--- config.mk ---
export PLATFORM = sky130hd
export DESIGN_NAME = lut_cell
export DESIGN_NICKNAME = d
export VERILOG_FILES = /design/src/rtl/lut_cell_pkg.sv /design/src/rtl/lut_cell_cfg.sv /design/src/rtl/lut_cell_logic.sv /design/src/rtl/lut_cell_ff.sv /design/src/rtl/lut_cell.sv
export SDC_FILE = /design/constraint.sdc
export NUM_CORES = 1
export LEC_CHECK = 0
export BUFFER_PORTS_ARGS = -buffer_cell sky130_fd_sc_hd__buf_2
export CORE_UTILIZATION = 52
export DETAILED_ROUTE_END_ITERATION = 7
export HOLD_SLACK_MARGIN = 0.15
export PLACE_DENSITY = 0.76
export SLEW_MARGIN = 10
export SYNTH_ARGS = -nofsm -noshare
export SYNTH_HDL_FRONTEND = slang
export SYNTH_SLANG_ARGS = --single-unit
--- constraint.sdc ---
create_clock -name clk -period 3.05 [get_ports clk]
set_input_delay 0.61 -clock clk [delete_from_list [all_inputs] [get_ports clk]]
set_output_delay 0.61 -clock clk [all_outputs]
set_load 0.05 [all_outputs]
--- src/rtl/lut_cell_pkg.sv ---
package lut_cell_pkg;
  typedef enum logic [1:0] {
    MODE_NORMAL = 2'b00,
    MODE_ARITH  = 2'b01,
    MODE_COUNT  = 2'b10,
    MODE_SPARE  = 2'b11
  } cell_mode_e;

  // single-bit option fields placed after the table and the mode field
  localparam int OPT_BITS = 5;
endpackage

--- src/rtl/lut_cell_cfg.sv ---
module lut_cell_cfg #(
  parameter int CFG_W = 23
) (
  input  logic             clk,
  input  logic             rst,
  input  logic             we,
  input  logic [CFG_W-1:0] wdata,
  output logic [CFG_W-1:0] word
);
  always_ff @(posedge clk) begin
    if (rst)     word <= '0;
    else if (we) word <= wdata;
  end
endmodule

--- src/rtl/lut_cell_logic.sv ---
module lut_cell_logic
  import lut_cell_pkg::*;
#(
  parameter int LUT_IN = 4
) (
  input  logic [(1<<LUT_IN)-1:0] table_bits,
  input  cell_mode_e             mode,
  input  logic                   casc_en,
  input  logic                   dir_form,
  input  logic [LUT_IN-1:0]      data,
  input  logic                   cin,
  input  logic                   casc_in,
  input  logic                   state,
  input  logic                   cnt_line,
  output logic                   result,
  output logic                   cout
);
  localparam int HIDX_W = LUT_IN - 1;

  logic [HIDX_W-1:0] ar_idx;
  logic [HIDX_W-1:0] ct_idx;
  logic              cnt_en;
  logic              cnt_dir;
  logic              full_bit;

  always_comb begin
    cnt_en   = dir_form ? 1'b1 : cnt_line;
    cnt_dir  = dir_form ? cnt_line : 1'b1;
    ar_idx   = {cin, data[LUT_IN-3:0]};
    ct_idx   = '0;
    ct_idx[2:0] = {cin & cnt_en, cnt_dir, state};
    full_bit = table_bits[data];
    unique case (mode)
      MODE_ARITH: begin
        result = table_bits[{1'b0, ar_idx}];
        cout   = table_bits[{1'b1, ar_idx}];
      end
      MODE_COUNT: begin
        result = table_bits[{1'b0, ct_idx}];
        cout   = table_bits[{1'b1, ct_idx}];
      end
      default: begin
        result = full_bit & (casc_en ? casc_in : 1'b1);
        cout   = 1'b0;
      end
    endcase
  end
endmodule

--- src/rtl/lut_cell_ff.sv ---
module lut_cell_ff (
  input  logic clk,
  input  logic rst,
  input  logic aclr,
  input  logic hold,
  input  logic load,
  input  logic load_val,
  input  logic d,
  input  logic inv,
  output logic q
);
  logic st;

  always_ff @(posedge clk or posedge aclr) begin
    if (aclr)      st <= 1'b0;
    else if (rst)  st <= 1'b0;
    else if (!hold) st <= (load ? load_val : d) ^ inv;
  end

  assign q = st ^ inv;
endmodule

--- src/rtl/lut_cell.sv ---
module lut_cell
  import lut_cell_pkg::*;
#(
  parameter int LUT_IN = 4,
  parameter int CTRL_W = 4,
  localparam int LUT_W = 1 << LUT_IN,
  localparam int CFG_W = LUT_W + 2 + OPT_BITS
) (
  input  logic              clk,
  input  logic              rst,
  input  logic              cfg_we,
  input  logic [CFG_W-1:0]  cfg_data,
  input  logic [LUT_IN-1:0] data,
  input  logic              carry_in,
  input  logic              casc_in,
  input  logic [CTRL_W-1:0] ctrl,
  output logic              comb_out,
  output logic              reg_out,
  output logic              carry_out,
  output logic              casc_out
);
  localparam int MODE_LO = LUT_W;
  localparam int SEL_B   = LUT_W + 2;
  localparam int CLREN_B = LUT_W + 3;
  localparam int INV_B   = LUT_W + 4;
  localparam int DIR_B   = LUT_W + 5;
  localparam int CASC_B  = LUT_W + 6;
  localparam int LD_LINE = CTRL_W - 1;
  localparam int CN_LINE = CTRL_W - 2;

  logic [CFG_W-1:0] word;
  cell_mode_e       mode_w;
  logic             clr_sel_w, clr_en_w, inv_w, dir_form_w, casc_en_w;
  logic             aclr_w;

  lut_cell_cfg #(.CFG_W(CFG_W)) u_cfg (
    .clk(clk), .rst(rst), .we(cfg_we), .wdata(cfg_data), .word(word)
  );

  assign mode_w     = cell_mode_e'(word[MODE_LO+1:MODE_LO]);
  assign clr_sel_w  = word[SEL_B];
  assign clr_en_w   = word[CLREN_B];
  assign inv_w      = word[INV_B];
  assign dir_form_w = word[DIR_B];
  assign casc_en_w  = word[CASC_B];
  assign aclr_w     = clr_en_w & (clr_sel_w ? ctrl[1] : ctrl[0]);

  lut_cell_logic #(.LUT_IN(LUT_IN)) u_logic (
    .table_bits(word[LUT_W-1:0]),
    .mode(mode_w),
    .casc_en(casc_en_w),
    .dir_form(dir_form_w),
    .data(data),
    .cin(carry_in),
    .casc_in(casc_in),
    .state(reg_out),
    .cnt_line(ctrl[CN_LINE]),
    .result(comb_out),
    .cout(carry_out)
  );

  lut_cell_ff u_ff (
    .clk(clk), .rst(rst), .aclr(aclr_w), .hold(cfg_we),
    .load(ctrl[LD_LINE]), .load_val(data[0]), .d(comb_out),
    .inv(inv_w), .q(reg_out)
  );

  assign casc_out = comb_out;
endmodule

==> results of run 1 <==
[report_power, final]
part	internal, mW	switching (mW)
Sequential	0.333	0.0186
Clock	0.133	0.0963
Combinational	0.0822	0.0936
[cell usage after synthesis]
| cell | number | area (µm²) |
|---|---|---|
| and3_4 | 1 | 11.3 |
| ha_1 | 2 | 25.0 |
| and2_1 | 1 | 6.26 |
| dfrtp_1 | 1 | 25.0 |
| a21oi_1 | 3 | 15.0 |
| nand3_1 | 2 | 10.0 |
| nor4_1 | 2 | 12.5 |
| mux2_2 | 5 | 56.3 |
| o31a_1 | 1 | 8.76 |
| nand2_1 | 10 | 37.5 |
| o2111ai_1 | 1 | 8.76 |
| mux4_2 | 1 | 22.5 |
| nor3_1 | 2 | 10.0 |
| nor2_1 | 26 | 97.6 |
| o21ai_0 | 1 | 5.00 |
| mux4_1 | 6 | 158 |
| a32oi_1 | 1 | 8.76 |
| or2b_1 | 1 | 7.51 |
| a2111oi_0 | 2 | 17.5 |
| nand4_1 | 1 | 6.26 |
| mux2i_1 | 28 | 280 |
| dfxtp_1 | 23 | 460 |
| o211a_1 | 1 | 10.0 |
| a31o_1 | 1 | 8.76 |
| inv_2 | 1 | 3.75 |
| buf_6 | 1 | 11.3 |
| nor3b_1 | 1 | 7.51 |
| buf_4 | 1 | 7.51 |
| nor2b_1 | 3 | 18.8 |
| o22ai_1 | 3 | 18.8 |
| clkbuf_1 | 7 | 26.3 |
| a32o_1 | 1 | 10.0 |
| inv_1 | 6 | 22.5 |
| xnor2_1 | 2 | 17.5 |
[registers in the layout (all words and copies together), names as in the netlist]
register,count
u_cfg.word,23
u_ff.st,1
[cells by family after synthesis]
logic type	share of synthesized area, %
AOI/OAI and AO/OA	7.67
xor gates and xnor gates	1.21
adders and majority gates	1.72
buffers and inverters	4.91
DFF	33.4
muxes	35.6
and+or+nand+nor	15.5
[worst reg2reg max path, delay by kind of cell (launching register included)]
kind / cells / cell delay (ns)
mux: 2 / 0.77
compound gates: 2 / 0.49
flops: 1 / 0.37
simple gates: 2 / 0.28
[worst max path at each step]
stage | startpoint | to
floorplan | data[0] | comb_out
global placement | data[0] | casc_out
detailed placement | data[0] | casc_out
CTS | u_ff.st$_DFFE_PP0P_ | carry_out
global route | u_cfg.word[16]$_SDFFE_PP0P_ | comb_out
finish | u_ff.st$_DFFE_PP0P_ | carry_out
[routing by layer]
layer	share of wire, %	wire [µm]	up-vias	global-route usage [%]
met2	47	1460	40	36.3
met4	1.2	38	0	7.69
met5	0	0	-	0
li1	-	-	618	-
met1	46	1440	560	31.5
met3	5.6	176	5	2.50
[timing repair]
item	CTS	global route
hold buffers	1	0
endpoints found under the setup margin	0	3
gates resized for setup	0	2
hold endpoints to repair	1	0
[layout make-up]
type / instances / area share, %
Clock buffer: 3 / 1.30
Clock inverter: 1 / 1.73
Multi-Input combinational cell: 109 / 52.6
Inverter: 7 / 1.52
Tap cell: 30 / 2.17
Timing Repair Buffer: 42 / 12.7
Sequential cell: 24 / 28.0
==> impl_metrics.env, run 1 <==
export IMPL_first_pass_iters=4
export IMPL_dp_hpwl_mm=2.41
export IMPL_final_min_clock_period_ns=2.87
export IMPL_routed_wirelength_mm=3.12
export IMPL_relSlewSlack_pct=68.8
export IMPL_crit_cells=8
export IMPL_crit_chain="xnor2_2 -> inv_2 -> mux2i_1 -> a32o_1 -> nand2_1 -> o2111ai_1 -> a21oi_1 -> buf_2"
export IMPL_power_density_nw_per_um2=437
export IMPL_multiInputGateArea_um2=911
export IMPL_end_kind="primary output"
export IMPL_ys_seq_area_share_pct=33.4
export IMPL_rows=18
export IMPL_r2r_start="u_cfg.word[1]$_SDFFE_PP0P_"
export IMPL_route_detailed_drc=0
export IMPL_crit_arrival_ns=2.26
export IMPL_synthCells=149
export IMPL_drt_iter0_markers=32
export IMPL_placed_area_um2=1660
export IMPL_root_buffer="clkbuf_4"
export IMPL_synth_cell_types=34
export IMPL_fin_cells=216
export IMPL_mostFrequentLayoutCells="39 x buf_2, 28 x mux2i_1, 26 x nor2_1, 23 x dfxtp_1, 9 x nand2_1"
export IMPL_grtUsageTotal_pct=22.7
export IMPL_vias=1223
export IMPL_syn_num_nets=187
export IMPL_grt_overflow=0
export IMPL_cpPeakStageDelay_ns=0.43
export IMPL_crit_buf_inv=2
export IMPL_vias_per_cell=5.66
export IMPL_tightest_slew_ns=0.456
export IMPL_r2r_cells=6
export IMPL_htreeDepth=1
export IMPL_grt_pass1_wl_mm=4.75
export IMPL_cts_tree="built"
export IMPL_finalMaxSlewViolations=0
export IMPL_start_util_pct=56.6
export IMPL_hold_viol_final=0
export IMPL_design_area_um2=1730
export IMPL_crit_type="flip-flop to primary output"
export IMPL_total_power_mw=0.756
export IMPL_area_delta_synth_final_pct=19.3
export IMPL_wl_per_cell_um=14.4
export IMPL_clkSinkCount=24
export IMPL_pre_cts_ws_ns=0.103
export IMPL_final_setup_tns_ns=0
export IMPL_clkTransAtPathRegs_ns=0.13
export IMPL_grt_pass1_vias=1045
export IMPL_cap_violations=0
export IMPL_diodes=0
export IMPL_cp_top_family="compound AO/OA/AOI/OAI gates"
export IMPL_worst_path_max_fanout=8
export IMPL_setup_slack_ns=0.175
export IMPL_power_leakage_nw=0.842
export IMPL_die_w_um=54.9
export IMPL_gp_congestion=0.839
export IMPL_io_pins=40
export IMPL_r2r_slack_ns=1.11
export IMPL_timing_hold_ws_ns=0.324
export IMPL_rr_endpoint="u_ff.st$_DFFE_PP0P_"
export IMPL_cts_made_buffers=3
export IMPL_slowest_stage="dfrtp_1"
export IMPL_ant_nets=0
export IMPL_start_kind="flip-flop"
export IMPL_clk_path_buf_depth=2
export IMPL_final_util_pct=67.5
export IMPL_regArea_um2=485
export IMPL_ys_ff_latch=24
export IMPL_clk_insertion_delay_late_ns=0.32
export IMPL_cp_required_ns=2.44
export IMPL_final_common_cell="buf_2"
export IMPL_placed_cells=211
export IMPL_antenna_found_initial=0
export IMPL_period_share_pct=94.2
export IMPL_portBuffers=39
export IMPL_yosys_warnings=0
export IMPL_finalSetupViolCount=0
export IMPL_syn_avg_cell_area_um2=9.75
export IMPL_fin_nets=225
export IMPL_fillers=214
export IMPL_hp_class="flip-flop to async pin"
export IMPL_core_um2=2570
export IMPL_fmax_ghz=0.348
export IMPL_drive_gt1_share_pct=30.1
export IMPL_synth_area_um2=1450
export IMPL_die_area_um2=3010
export IMPL_grt_max_degree=25
export IMPL_fin_skew_ns=0.00849
export IMPL_status="completed"
export IMPL_rsz0062_at_grt="no"
export IMPL_cts_setup_buffers=0
export IMPL_fp_dieH_um=54.9
export IMPL_peakVddDrop_v=0.000465
(Power assumes the default switching activity.)
==> run 2: changes to the inputs <==
--- a/config.mk
+++ b/config.mk
@@ -6,10 +6,10 @@
 export NUM_CORES = 1
 export LEC_CHECK = 0
 export BUFFER_PORTS_ARGS = -buffer_cell sky130_fd_sc_hd__buf_2
-export CORE_UTILIZATION = 52
+export CORE_UTILIZATION = 51
 export DETAILED_ROUTE_END_ITERATION = 7
 export HOLD_SLACK_MARGIN = 0.15
-export PLACE_DENSITY = 0.76
+export PLACE_DENSITY = 0.75
 export SLEW_MARGIN = 10
 export SYNTH_ARGS = -nofsm -noshare
 export SYNTH_HDL_FRONTEND = slang
==> run 2 against run 1 <==
Clock power decreased by 38%. Sequential share of layout area increased by 0.29 points. First-iteration DRC count increased by 6.3%. Non-clock buffer count unchanged. Register-to-register slack got worse by 0.08 ns. Critical path type is now input pin to primary output.
==> impl_metrics.env, run 2 (same netlist as run 1, synthesis figures left out) <==
export IMPL_tightest_slew_ns=0.523
export IMPL_peakVddDrop_v=0.000351
export IMPL_cp_required_ns=2.44
export IMPL_grt_pass1_vias=1177
export IMPL_p_sw_mw=0.207
export IMPL_end_kind="primary output"
export IMPL_wl_per_cell_um=15.5
export IMPL_grt_max_degree=25
export IMPL_grt_pass1_wl_mm=5.49
export IMPL_largest_reg_flops=23
export IMPL_total_power_mw=0.675
export IMPL_power_leakage_nw=0.831
export IMPL_design_area_um2=1720
export IMPL_final_common_cell="buf_2"
export IMPL_pre_cts_ws_ns=0.0969
export IMPL_portBuffers=39
export IMPL_clkTransAtPathRegs_ns=0.13
export IMPL_crit_buf_inv=3
export IMPL_dp_hpwl_mm=2.46
export IMPL_placed_area_um2=1660
export IMPL_diodes=0
export IMPL_p_sw_share_pct=30.7
export IMPL_met1_usage_pct=29.1
export IMPL_top_usage_layer="met2"
export IMPL_fmax_ghz=0.343
export IMPL_first_pass_iters=4
export IMPL_fin_nets=225
export IMPL_seqPwrFrac_pct=52.2
export IMPL_core_um2=2590
export IMPL_r2r_start="u_cfg.word[1]$_SDFFE_PP0P_"
export IMPL_hp_class="flip-flop to async pin"
export IMPL_final_min_clock_period_ns=2.91
export IMPL_cap_violations=0
export IMPL_htreeDepth=1
export IMPL_rsz0062_at_grt="no"
export IMPL_cts_tree="built"
export IMPL_r2r_cells=6
export IMPL_rr_endpoint="u_ff.st$_DFFE_PP0P_"
export IMPL_routed_wirelength_mm=3.35
export IMPL_vias=1253
export IMPL_cts_setup_buffers=0
export IMPL_grt_util_met3_pct=5.39
export IMPL_relSlewSlack_pct=64.2
export IMPL_crit_arrival_ns=2.30
export IMPL_vias_per_cell=5.80
export IMPL_timing_hold_ws_ns=0.331
export IMPL_worst_path_max_fanout=7
export IMPL_cts_made_buffers=3
export IMPL_top_register="u_cfg.word"
export IMPL_die_area_um2=3070
export IMPL_grt_overflow=0
export IMPL_combPwrFrac_pct=26.6
export IMPL_clk_insertion_delay_late_ns=0.32
export IMPL_r2r_slack_ns=1.03
export IMPL_finalSetupViolCount=0
export IMPL_p_int_mw=0.468
export IMPL_root_buffer="clkbuf_4"
export IMPL_drive_gt1_share_pct=30.1
export IMPL_finalMaxSlewViolations=0
export IMPL_hold_viol_final=0
export IMPL_top_regs="u_cfg.word: 23 flops, u_ff.st: 1 flops"
export IMPL_clockPowerShare_pct=21.2
export IMPL_period_share_pct=95.5
export IMPL_mostFrequentLayoutCells="38 x buf_2, 28 x mux2i_1, 26 x nor2_1, 23 x dfxtp_1, 9 x nand2_1"
export IMPL_crit_type="input pin to primary output"
export IMPL_fin_skew_ns=0.0136
export IMPL_route_detailed_drc=0
export IMPL_gp_congestion=0.838
export IMPL_ant_nets=0
export IMPL_slowest_stage="mux4_1"
export IMPL_rows=18
export IMPL_start_kind="input pin"
export IMPL_clkSinkCount=24
export IMPL_crit_chain="buf_2 -> buf_4 -> mux4_1 -> o22ai_2 -> nor4_1 -> nor3_2 -> nand2_2 -> buf_2"
export IMPL_cpMostUsedCell="buf_2"
export IMPL_power_density_nw_per_um2=394
export IMPL_clk_path_buf_depth=2
export IMPL_die_w_um=55.4
export IMPL_antenna_found_initial=0
export IMPL_fp_dieH_um=55.4
export IMPL_drt_iter0_markers=34
export IMPL_grtUsageTotal_pct=22.6
export IMPL_grt_met2_usage_pct=37.7
export IMPL_final_setup_tns_ns=0
export IMPL_cp_top_family="multiplexers"
export IMPL_area_delta_synth_final_pct=18.1
export IMPL_status="completed"
export IMPL_cpPeakStageDelay_ns=0.58
export IMPL_io_pins=40
export IMPL_start_util_pct=56.1
export IMPL_setup_slack_ns=0.136
[run 2: cell count changes in the layout (fill, tap and decap cells not counted), sizes merged]
cell    previous run  this run
buf               41        40
clkbuf             3         5
bufinv             1         0
[run 2: layout make-up]
type / count / area (µm²)
timing repair buffer: 42 / 223
inverter: 7 / 26.3
multi-input combinational: 109 / 917
clock buffer: 4 / 26.3
tap: 30 / 37.5
sequential: 24 / 485
fill: 228 / 875
[run 2: power groups by stage]
stage,registers [mW],logic (mW),clock network [mW]
floorplan,0.351,0.131,0
global placement,0.358,0.169,0
detailed placement,0.358,0.172,0
CTS,0.351,0.175,0.150
global route,0.355,0.193,0.169
finish,0.352,0.180,0.143
[run 2: what timing repair did]
| action | CTS | global route |
|---|---|---|
| resized for setup | 0 | 4 |
| hold endpoints to repair | 1 | 0 |
| endpoints found under the setup margin | 0 | 3 |
| hold buffers | 1 | 0 |
[run 2: how the worst max path moves through the flow]
| stage | from | cells after the start | end | slack, ns |
|---|---|---|---|---|
| detailed placement | data[0] | 7 | casc_out | 0.1 |
| floorplan | data[0] | 7 | comb_out | 0.01 |
| global placement | data[0] | 7 | casc_out | 0.14 |
| CTS | u_ff.st$_DFFE_PP0P_ | 8 | carry_out | 0.04 |
| global route | data[0] | 8 | comb_out | 0.02 |
| finish | data[0] | 8 | casc_out | 0.14 |
[run 2: worst min-delay path: stages (launching register included)]
cell and delay (ns):
dfxtp_1 0.34, mux2_2 0.26, nand2_1 0.07
[run 2: per-layer routing]
metal | share of wire (%) | vias up | wire length [µm]
li1 | - | 614 | -
met2 | 49 | 35 | 1630
met5 | 0 | - | 0
met3 | 4.1 | 4 | 137
met4 | 0.69 | 0 | 23
met1 | 47 | 600 | 1560
[run 2: metrics by stage]
stage                     utilization, %  std cells
after detailed placement            64.0        211
after floorplan                        -        149
after global placement              64.0        211
after CTS                           65.4        216
final                               66.2        216
after global routing                66.2        216
